**config.mk**
```make
export PLATFORM = sky130hd
export DESIGN_NAME = frame_pwr_sequencer
export DESIGN_NICKNAME = d
export VERILOG_FILES = /design/src/rtl/pwrseq_pkg.sv /design/src/rtl/pwrseq_sync.sv /design/src/rtl/pwrseq_frame.sv /design/src/rtl/pwrseq_timer.sv /design/src/rtl/frame_pwr_sequencer.sv
export SDC_FILE = /design/constraint.sdc
export NUM_CORES = 1
export LEC_CHECK = 0
export BUFFER_PORTS_ARGS = -buffer_cell sky130_fd_sc_hd__buf_2
export CORE_MARGIN = 10
export CORE_UTILIZATION = 59
export DETAILED_ROUTE_END_ITERATION = 8
export MAX_ROUTING_LAYER = met4
export PLACE_DENSITY = 0.86
export SLEW_MARGIN = 25
export SYNTH_ARGS = -nofsm -noshare
export SYNTH_HDL_FRONTEND = slang
export SYNTH_SLANG_ARGS = --single-unit
```
**constraint.sdc**
```tcl
create_clock -name clk -period 2.1 [get_ports clk]
set_input_delay 0.105 -clock clk [delete_from_list [all_inputs] [get_ports clk]]
set_output_delay 0.105 -clock clk [all_outputs]
set_load 0.02 [all_outputs]
```
**src/rtl/pwrseq_pkg.sv**
```systemverilog
package pwrseq_pkg;

    typedef enum logic [1:0] {
        PS_READY = 2'd0,
        PS_DOWN  = 2'd1,
        PS_WAKE  = 2'd2
    } pwr_state_t;

    typedef enum logic [1:0] {
        LP_NONE     = 2'd0,
        LP_SHUTDOWN = 2'd1,
        LP_STANDBY  = 2'd2
    } lp_kind_t;

    // Power-mode field decode: {hi, lo}
    function automatic lp_kind_t decode_mode(input logic [1:0] bits);
        lp_kind_t k;
        unique case (bits)
            2'b10:   k = LP_SHUTDOWN;
            2'b01:   k = LP_STANDBY;
            default: k = LP_NONE;
        endcase
        return k;
    endfunction

endpackage

```
**src/rtl/pwrseq_sync.sv**
```systemverilog
module pwrseq_sync #(
    parameter int          W       = 3,
    parameter logic [W-1:0] RST_VAL = '0
) (
    input  logic         clk,
    input  logic         rst_n,
    input  logic [W-1:0] d,
    output logic [W-1:0] q,
    output logic [W-1:0] q_prev
);

    logic [W-1:0] stage1;

    always_ff @(posedge clk or negedge rst_n) begin
        if (!rst_n) begin
            stage1 <= RST_VAL;
            q      <= RST_VAL;
            q_prev <= RST_VAL;
        end else begin
            stage1 <= d;
            q      <= stage1;
            q_prev <= q;
        end
    end

endmodule

```
**src/rtl/pwrseq_frame.sv**
```systemverilog
module pwrseq_frame
    import pwrseq_pkg::*;
#(
    parameter int WORD_W    = 15,
    parameter int MODE_POS  = 4,
    parameter int REFEN_POS = 3
) (
    input  logic     clk,
    input  logic     rst_n,
    input  logic     cs_fall,
    input  logic     cs_low,
    input  logic     sclk_rise,
    input  logic     sdin_s,
    output logic     word_done,
    output lp_kind_t word_kind,
    output logic     word_ref_en
);

    localparam int CNT_W  = $clog2(WORD_W + 1);
    localparam int N_FLD  = 3;
    localparam int FPOS [N_FLD] = '{REFEN_POS, MODE_POS, MODE_POS + 1};

    logic [CNT_W-1:0] edge_cnt;
    logic             take_edge;
    logic [N_FLD-1:0] fld_now;

    assign take_edge = sclk_rise && cs_low && !cs_fall
                       && (edge_cnt < CNT_W'(WORD_W));

    always_ff @(posedge clk or negedge rst_n) begin
        if (!rst_n) begin
            edge_cnt <= '0;
        end else if (cs_fall) begin
            edge_cnt <= '0;
        end else if (take_edge) begin
            edge_cnt <= edge_cnt + 1'b1;
        end
    end

    // One capture slot per field; a field in bit 0 arrives on the last edge
    for (genvar g = 0; g < N_FLD; g++) begin : g_fld
        localparam int P = FPOS[g];
        if (P == 0) begin : g_live
            assign fld_now[g] = sdin_s;
        end else begin : g_reg
            logic bit_q;
            always_ff @(posedge clk or negedge rst_n) begin
                if (!rst_n) begin
                    bit_q <= 1'b0;
                end else if (take_edge && edge_cnt == CNT_W'(WORD_W - 1 - P)) begin
                    bit_q <= sdin_s;
                end
            end
            assign fld_now[g] = bit_q;
        end
    end

    assign word_done   = take_edge && (edge_cnt == CNT_W'(WORD_W - 1));
    assign word_kind   = decode_mode(fld_now[2:1]);
    assign word_ref_en = fld_now[0];

endmodule

```
**src/rtl/pwrseq_timer.sv**
```systemverilog
module pwrseq_timer
    import pwrseq_pkg::*;
#(
    parameter int SHDN_WAKE_CYC = 25000,
    parameter int STBY_WAKE_CYC = 38
) (
    input  logic     clk,
    input  logic     rst_n,
    input  logic     load,
    input  lp_kind_t kind,
    input  logic     run,
    output logic     expired
);

    localparam int MAX_CYC = (SHDN_WAKE_CYC > STBY_WAKE_CYC) ? SHDN_WAKE_CYC : STBY_WAKE_CYC;
    localparam int TW      = $clog2(MAX_CYC + 1);

    logic [TW-1:0] remain;

    always_ff @(posedge clk or negedge rst_n) begin
        if (!rst_n) begin
            remain <= '0;
        end else if (load) begin
            remain <= (kind == LP_SHUTDOWN) ? TW'(SHDN_WAKE_CYC - 1)
                                            : TW'(STBY_WAKE_CYC - 1);
        end else if (run && remain != '0) begin
            remain <= remain - 1'b1;
        end
    end

    assign expired = (remain == '0);

endmodule

```
**src/rtl/frame_pwr_sequencer.sv**
```systemverilog
module frame_pwr_sequencer
    import pwrseq_pkg::*;
#(
    parameter int WORD_W        = 15,
    parameter int MODE_POS      = 4,
    parameter int REFEN_POS     = 3,
    parameter int SHDN_WAKE_CYC = 25000,
    parameter int STBY_WAKE_CYC = 38
) (
    input  logic clk,
    input  logic rst_n,
    input  logic cs_n,
    input  logic sclk,
    input  logic sdin,
    output logic core_off,
    output logic ref_off,
    output logic hold_mode,
    output logic ready,
    output logic frame_invalid
);

    // pin order inside the synchroniser: {cs_n, sclk, sdin}
    localparam int IDX_CS = 2;
    localparam int IDX_SC = 1;
    localparam int IDX_SD = 0;

    logic [2:0] pin_q, pin_prev;
    logic       cs_fall, cs_rise, cs_low, sclk_rise;
    logic       word_done, word_ref_en, tmr_expired, tmr_load;
    lp_kind_t   word_kind, lp_q;
    logic       refen_q;
    pwr_state_t state_q, state_d;

    pwrseq_sync #(.W(3), .RST_VAL(3'b100)) u_sync (
        .clk    (clk),
        .rst_n  (rst_n),
        .d      ({cs_n, sclk, sdin}),
        .q      (pin_q),
        .q_prev (pin_prev)
    );

    assign cs_low    = !pin_q[IDX_CS];
    assign cs_fall   = !pin_q[IDX_CS] &&  pin_prev[IDX_CS];
    assign cs_rise   =  pin_q[IDX_CS] && !pin_prev[IDX_CS];
    assign sclk_rise =  pin_q[IDX_SC] && !pin_prev[IDX_SC];

    pwrseq_frame #(
        .WORD_W    (WORD_W),
        .MODE_POS  (MODE_POS),
        .REFEN_POS (REFEN_POS)
    ) u_frame (
        .clk         (clk),
        .rst_n       (rst_n),
        .cs_fall     (cs_fall),
        .cs_low      (cs_low),
        .sclk_rise   (sclk_rise),
        .sdin_s      (pin_q[IDX_SD]),
        .word_done   (word_done),
        .word_kind   (word_kind),
        .word_ref_en (word_ref_en)
    );

    assign tmr_load = (state_q == PS_DOWN) && cs_rise;

    pwrseq_timer #(
        .SHDN_WAKE_CYC (SHDN_WAKE_CYC),
        .STBY_WAKE_CYC (STBY_WAKE_CYC)
    ) u_timer (
        .clk     (clk),
        .rst_n   (rst_n),
        .load    (tmr_load),
        .kind    (lp_q),
        .run     (state_q == PS_WAKE),
        .expired (tmr_expired)
    );

    // next-state logic
    always_comb begin
        state_d = state_q;
        unique case (state_q)
            PS_READY: if (word_done && word_kind != LP_NONE) state_d = PS_DOWN;
            PS_DOWN:  if (cs_rise)                           state_d = PS_WAKE;
            PS_WAKE: begin
                if (word_done && word_kind != LP_NONE) state_d = PS_DOWN;
                else if (tmr_expired)                  state_d = PS_READY;
            end
            default:                                         state_d = PS_READY;
        endcase
    end

    // state register plus retained mode and frame classification
    always_ff @(posedge clk or negedge rst_n) begin
        if (!rst_n) begin
            state_q       <= PS_READY;
            lp_q          <= LP_NONE;
            refen_q       <= 1'b0;
            frame_invalid <= 1'b0;
        end else begin
            state_q <= state_d;
            if (state_d == PS_DOWN && state_q != PS_DOWN) begin
                lp_q    <= word_kind;
                refen_q <= word_ref_en;
            end
            if (cs_fall) begin
                frame_invalid <= (state_q != PS_READY);
            end
        end
    end

    // outputs
    always_comb begin
        core_off  = 1'b0;
        ref_off   = 1'b0;
        hold_mode = 1'b0;
        ready     = 1'b0;
        unique case (state_q)
            PS_READY: ready = 1'b1;
            PS_DOWN: begin
                core_off  = 1'b1;
                hold_mode = 1'b1;
                ref_off   = (lp_q == LP_SHUTDOWN) || !refen_q;
            end
            PS_WAKE:  ;
            default:  ;
        endcase
    end

endmodule

```
# After elaboration in Yosys (flattened, before gate mapping)
# Index checks and enable logic that the tools add are counted.
[word_totals]
regBits = 37
inputBits = 5
out_inout_bits = 5
elab_cells = 67
[op_classes]
n_addsub = 2
n_lt_le_gt_ge = 1
eq_ne = 11
muxes = 14
reduce_logical = 27
[ops]
columns = ["operator", "n"]
rows = [
  ["2-to-1 mux 15 bit", 3],
  ["equality test 4 bit (second input constant)", 4],
  ["zero test 15 bit", 1],
  ["nonzero test 15 bit", 1],
  ["subtractor 15 x 1 -> 15 bit (second input constant)", 1],
  ["logical AND 1 bit", 14],
  ["equality test 2 x 1 -> 1 bit (second input constant)", 4],
  ["2-to-1 mux 2 bit", 4],
  ["2-to-1 mux 4 bit", 2],
  ["nonzero test 2 bit", 4],
  ["case mux 2 bit (3 select lines)", 1],
  ["zero test 1 bit", 5],
  ["adder 4 x 1 -> 4 bit (second input constant)", 1],
  ["equality test 2 bit (second input constant)", 2],
  ["< comparator 4 bit (second input constant)", 1],
  ["case mux 2 bit (2 select lines)", 1],
  ["2-to-1 mux 1 bit", 3],
  ["zero test 2 bit", 1],
  ["inequality test 2 x 1 -> 1 bit (second input constant)", 1],
  ["logical OR 1 bit", 1],
]

# Logic depth before layout (Yosys ltp)
# Gate-level depths: netlist of run 1.
[logic_depth]
ltp_word = 11
mapped_depth = 7
ltp_nobuf = 6

# By module
# Synthesis of run 1 repeated with hierarchy kept, for this count alone.
[hier_totals]
hier_cells = 174
area_unflattened_um2 = 1848.0
[by_module_without_submodules]
columns = ["module", "n_inst", "cells_each", "area_per_inst_um2"]
rows = [
  ["pwrseq_timer", 1, 99, 897.1],
  ["pwrseq_frame", 1, 38, 399.1],
  ["frame_pwr_sequencer", 1, 28, 322.8],
  ["pwrseq_sync", 1, 9, 229.0],
]

# Worst setup path before layout of run 1
# Ideal clock, no wire load.
[synth_timing]
kind = "flip-flop to flip-flop"
start = "register u_timer.remain[5]"
end = "register u_timer.remain[9]"
setup_ns = 0.077
arrival_ns = 1.786
t_required_ns = 2.023
setup_slack_ns = 0.236
path_stages_with_launch = 5
synth_period_minus_slack_ns = 1.864
cell_sequence = "dfrtp_1 -> or4_4 -> or2_4 -> or4_1 -> a21oi_1"
[synth_between]
elab_chain_cells = 3
elab_cells_between_ends = 6
cone_classes = "1 x add/sub; 2 x mux; 3 x reduce/logical"
[synth_lines]
columns = ["item", "line", "rtl"]
rows = [
  ["start, declared", "pwrseq_timer.sv:18", "logic [TW-1:0] remain;"],
  ["start signal, assigned", "pwrseq_timer.sv:24", "remain <= (kind == LP_SHUTDOWN) ? TW'(SHDN_WAKE_CYC - 1)"],
  ["start signal, assigned", "pwrseq_timer.sv:27", "remain <= remain - 1'b1;"],
  ["subtractor 15 x 1 -> 15 bit / nonzero test 15 bit (equally long branches)", "pwrseq_timer.sv:27, pwrseq_timer.sv:26", ""],
  ["2-to-1 mux 15 bit / logical AND 1 bit (equally long branches)", "pwrseq_timer.sv:26", "end else if (run && remain != '0) begin"],
  ["2-to-1 mux 15 bit / nonzero test 2 bit (equally long branches)", "n/a", ""],
]
# Several ways; a longest one is shown, not always the timed one. The select of a mux whose other input is x is not followed.
# A chain may end at the register's enable or synchronous reset.

# Final worst setup path of run 1
[layout_timing]
start = "register u_timer.remain[5]"
end = "register u_timer.remain[11]"
# Same word-level chain as after synthesis.

==> impl_metrics.ini, run 1 <==
[run_status]
status = finished clean

[critical_path]
r2r_cells = 4
crit_chain = or4_4, or2_4, or4_1, a21oi_1
r2r_end = u_timer.remain[11]$_DFFE_PN0P_
crit_slowest_cell = or4_4
worst-path-buf-inv = 0
crit_start = u_timer.remain[5]$_DFFE_PN0P_
startpoint_type = register
cp.required_ns = 2.38
path_max_fanout = 5
rrSetupSlack_ns = 0.13
max_stage_delay_ns = 0.57
end_kind = register
crit_type = reg2reg
worstPathArrival_ns = 2.25
cp_top_family = simple AND/OR/NAND/NOR gates
r2r-start = u_timer.remain[5]$_DFFE_PN0P_

[synthesis]
postSynthCellCount = 164
synth_edf_count = 0
synth_top_cell_by_area = dfrtp_1
synthArstFlopShare_pct = 100
syn_area_mm2 = 0.00180
ys_seq_elements = 36
ys_top_cells_by_area = dfrtp_1 46%, ha_1 4.9%, dfstp_2 4.4%, mux2_2 4.4%, nor2_1 2.5%
synth_ff_type = dfrtp_1
mappedNetlistNets = 176
yosysWarningCount = 0
yosysUniqueCellTypes = 44
syn_area_per_cell_um2 = 11.0
synth_top_area_share_pct = 45.8
seq_area_frac_synth_pct = 50.2

[pwr]
pwr-share-clk_pct = 34.3
power.static_leakage_uw = 0.000946
switching_share_pct = 23.1
p_comb_share_pct = 3.1
p_switching_uw = 264
p_seq_share_pct = 62.5
p_per_area_mw_per_mm2 = 574
intPower_uw = 880
ir_worst_vdd_mv = 0.451

[die]
dieArea_mm2 = 0.00566
fp.dieH_um = 75.3
start_util_pct = 63.7
die_x_um = 75.3
row_count = 19
pin_count = 10
core_area_mm2 = 0.00283

[grt]
grt_pass1_wl_mm = 6.20
grt_pass1_vias = 1398
grt_usage_pct = 14.7
antenna_found_initial = 0
grt_max_degree = 37
overflow = 0

[cts]
tritoncts = done
cts_buffers = 5
cts_setup_buffers = 0
clk-insertion-delay-late_ns = 0.35
h-tree-depth = 2
clockBufferDepth = 2
clockRootBuffer = clkbuf_4
clk_pin_slew_ns = 0.12
cts_sinks = 36

[cells_and_area]
final_common_cell = dfrtp_1
fillers = 195
final_cell_mix = 33 x dfrtp_1, 12 x nor2_1, 9 x inv_1, 9 x nand2_1, 9 x buf_2
layout-drive-gt1-share_pct = 23.7
n_antenna_cell = 0
layout.nets = 197
design_area_mm2 = 0.00199
syn_to_final_growth_pct = 10.6

[sta]
max_freq_mhz = 507
worst_pin_slew_ns = 0.766
max_slew_margin_pct = 48.9
finalMaxSlewViolations = 0
rsz0062_at_grt = no
post-route-min-period_ns = 1.97
hold_viol = 0
skew_ns = 0.0168
setup-tns-final_ns = 0
setup_viol = 0
fin_crit_sh_pct = 93.9

[placed_design]
dpl.hpwl_mm = 2.59
gp_congestion = 0.841
portBuffers = 9
dpl_cell_area_mm2 = 0.00188

[route]
dr.first_iter.drc_count = 125
final_antenna_net_count = 0
vias = 1346
via_per_inst = 6.20
drtPass1Iterations = 4
wirelength_mm = 3.59
drc_errors = 0
wl_per_cell_um = 16.5

[worst_hold_path]
hold_path.class = in2async

[job]
cap_violations = 0
-- through the flow --
stage	std cells	hold slack (ns)	power, µW	setup slack [ns]	util [%]
after floorplan	164	-0.191	737	0.236	-
after global placement	205	0.207	757	0.215	66.6
after detailed placement	205	0.212	760	0.133	66.6
after CTS	217	0.363	1160	0.108	70.2
after global routing	217	0.372	1190	0.0294	70.4
final	217	0.358	1140	0.128	70.4
-- synthesized netlist by cell type (all sizes together) (5+ instances only) --
library cell and instances:
inv 9, nand2 9, or4 8, o21ai 6
nand3 8, dfrtp 33, mux2 7, or2 5
ha 7, nor4 5, nor2 12
-- state kept, by name, summed over array words and instances, names as in the netlist --
signal	cells
frame_invalid	1
u_frame.g_fld.g_reg.bit_q	2
u_frame.word_ref_en	1
lp_q	2
u_sync.q_prev	2
state_q	2
refen_q	1
u_timer.remain	15
u_sync.stage1	3
u_sync.q	3
u_frame.edge_cnt	4
-- cells by family after synthesis --
kind of cell	share of synthesized area [%]
AO/OA/AOI/OAI	12.1
multiplexers	6.04
buffers and inverters	4.03
flip-flops	50.2
XOR/XNOR	1.46
adder cells (fa/ha/maj)	4.86
AND/OR/NAND/NOR	21.3
-- layout make-up --
type | instances | area [µm²] | area share [%]
Multi-Input combinational cell | 115 | 831 | 41.7
Tap cell | 31 | 38.8 | 1.95
Clock buffer | 6 | 51.3 | 2.58
Inverter | 9 | 33.8 | 1.70
Clock inverter | 2 | 10.0 | 0.503
Timing Repair Buffer | 18 | 123 | 6.16
Sequential cell | 36 | 905 | 45.4
-- power groups by stage --
| stage | combinational (µW) | sequential (µW) | clock (µW) |
|---|---|---|---|
| after CTS | 37.3 | 716 | 406 |
| after global routing | 42.3 | 718 | 433 |
| after floorplan | 10.9 | 726 | 0 |
| after global placement | 29.6 | 728 | 0 |
| after detailed placement | 31.4 | 729 | 0 |
| final | 35.9 | 715 | 392 |
-- worst max path at each step --
stage                                                end  cells past startpoint
after global routing      u_timer.remain[14]$_DFFE_PN0P_                      6
after detailed placement  u_timer.remain[14]$_DFFE_PN0P_                      6
after CTS                 u_timer.remain[14]$_DFFE_PN0P_                      6
final                     u_timer.remain[11]$_DFFE_PN0P_                      4
after floorplan            u_timer.remain[9]$_DFFE_PN0P_                      4
after global placement     u_timer.remain[9]$_DFFE_PN0P_                      4
-- what timing repair did --
action,4_1_cts,5_1_grt
hold buffers,4,0
endpoints found under the hold margin,36,0
setup endpoints to repair,0,1
gates resized for setup,0,1
-- layer usage --
layer | vias to the layer above | GRT usage (%) | wire length, µm
li1 | 651 | - | -
met1 | 646 | 16.2 | 1590
met2 | 42 | 24.1 | 1760
met3 | 7 | 3.42 | 190
met4 | 0 | 8.25 | 51
met5 | - | - | 0
No activity file was read; power rests on OpenSTA's default activity.
==> run 2: changes to the inputs <==
Settings changed: GPL_TIMING_DRIVEN set to 0, TNS_END_PERCENT set to 100.
==> impl_metrics.ini, run 2 (same netlist as run 1, synthesis figures left out) <==
[run_status]
status = finished clean

[sta]
max_slew_margin_pct = 46.8
holdWs_ns = 0.361
worst_pin_slew_ns = 0.787
hold_viol = 0
finalMaxSlewViolations = 0
post-route-min-period_ns = 2.03
fin_crit_sh_pct = 96.8
setup-tns-final_ns = 0
setup_viol = 0
skew_ns = 0.0101
max_freq_mhz = 492

[pwr]
power.static_leakage_uw = 0.000942
p_per_area_mw_per_mm2 = 570
ir_worst_vdd_mv = 0.445
power_uw = 1150

[placed_design]
dpl_cell_area_mm2 = 0.00189
dpl.hpwl_mm = 2.62
gp_congestion = 0.876
portBuffers = 9
dp.cells = 204

[cells_and_area]
design_area_mm2 = 0.00201
final_common_cell = dfrtp_1
largest_reg_flops = 15
layout.nets = 195
n_antenna_cell = 0
reg_top3 = u_timer.remain (15), u_frame.edge_cnt (4)
top_register = u_timer.remain
layout-drive-gt1-share_pct = 24.5
final_cell_mix = 33 x dfrtp_1, 11 x nor2_1, 9 x inv_1, 9 x nand2_1, 9 x buf_2
syn_to_final_growth_pct = 11.7
final_cells = 215

[route]
wirelength_mm = 3.74
dr.first_iter.drc_count = 134
drtPass1Iterations = 4
drc_errors = 0
via_per_inst = 6.33
final_antenna_net_count = 0
vias = 1362
wl_per_cell_um = 17.4

[grt]
grt_pass1_vias = 1427
antenna_found_initial = 0
grt_pass1_wl_mm = 6.56
grt_usage_pct = 15.3
grt_max_degree = 37
overflow = 0

[die]
fp.dieH_um = 75.3
pin_count = 10
dieArea_mm2 = 0.00566
die_x_um = 75.3
core_area_mm2 = 0.00283
row_count = 19
start_util_pct = 63.7

[job]
cap_violations = 0

[critical_path]
crit_type = reg2reg
cp.required_ns = 2.37
startpoint_type = register
end_kind = register
path_max_fanout = 5
worstPathArrival_ns = 2.30

[cts]
clk_pin_slew_ns = 0.10
cts_sinks = 36
tritoncts = done
cts_buffers = 5
clk-insertion-delay-late_ns = 0.34
h-tree-depth = 2
clockRootBuffer = clkbuf_4
clockBufferDepth = 2

[worst_hold_path]
hold_path.class = reg2reg
[run 2: cell count changes in the layout (fill, tap and decap cells not counted), sizes merged]
cell,change
clkinvlp,+1
clkbuf,+3
clkinv,-2
buf,-4
[run 2: critical path, stage by stage, from the launching register on]
cell and delay, ns:
dfrtp_1 0.45, or4_4 0.59, or2_4 0.29, or4_1 0.47, a21oi_1 0.17
[run 2: path summary, 6_finish.rpt]
kind / startpoint / slack, ns / cells past startpoint / to
max reg2reg: u_timer.remain[5]$_DFFE_PN0P_ / 0.07 / 4 / u_timer.remain[11]$_DFFE_PN0P_
min in group asynchronous: rst_n / 0.37 / 2 / u_timer.remain[10]$_DFFE_PN0P_
max: u_timer.remain[5]$_DFFE_PN0P_ / 0.07 / 4 / u_timer.remain[11]$_DFFE_PN0P_
min: u_sync.stage1[2]$_DFF_PN1_ / 0.36 / 0 / u_sync.q[2]$_DFF_PN1_
min reg2reg: u_sync.stage1[2]$_DFF_PN1_ / 0.36 / 0 / u_sync.q[2]$_DFF_PN1_
max in group asynchronous: rst_n / 1.23 / 2 / u_sync.stage1[1]$_DFF_PN0_
[run 2: layout make-up]
cell class	count	area, µm²
buffer	3	35.0
sequential	36	905
clock inverter	1	7.51
timing repair buffer	13	85.1
inverter	9	33.8
multi-input combinational	115	852
clock buffer	7	55.1
fill	206	817
tap	31	38.8
[run 2: metrics by stage]
stage	setup WS, ns	utilization (%)
4_1_cts	0.0256	70.6
6_report	0.0662	71.1
5_1_grt	-0.0137	71.1
3_5_place_dp	-0.0685	66.7
3_3_place_gp	-0.0430	66.7
2_1_floorplan	0.236	-
[run 2: metal layers]
| layer | wire length, µm | global-route usage (%) | vias up |
|---|---|---|---|
| li1 | - | - | 637 |
| met1 | 1610 | 17.6 | 669 |
| met2 | 1880 | 25.4 | 45 |
| met3 | 167 | 4.60 | 11 |
| met4 | 85 | 4.12 | 0 |
| met5 | 0 | - | - |
[run 2: timing repair]
item | 4_1_cts | 5_1_grt
endpoints found under the hold margin | 36 | 0
gates resized for setup | 2 | 3
hold buffers | 4 | 0
buffers inserted | 0 | 0
endpoints found under the setup margin | 1 | 3
[run 2: report_power, final]
group          leakage, µW  internal, µW  switching, µW  total (µW)
Clock            0.0000315           164            231         395
Sequential        0.000480           706           9.94         716
Combinational     0.000430          14.1           22.6        36.7
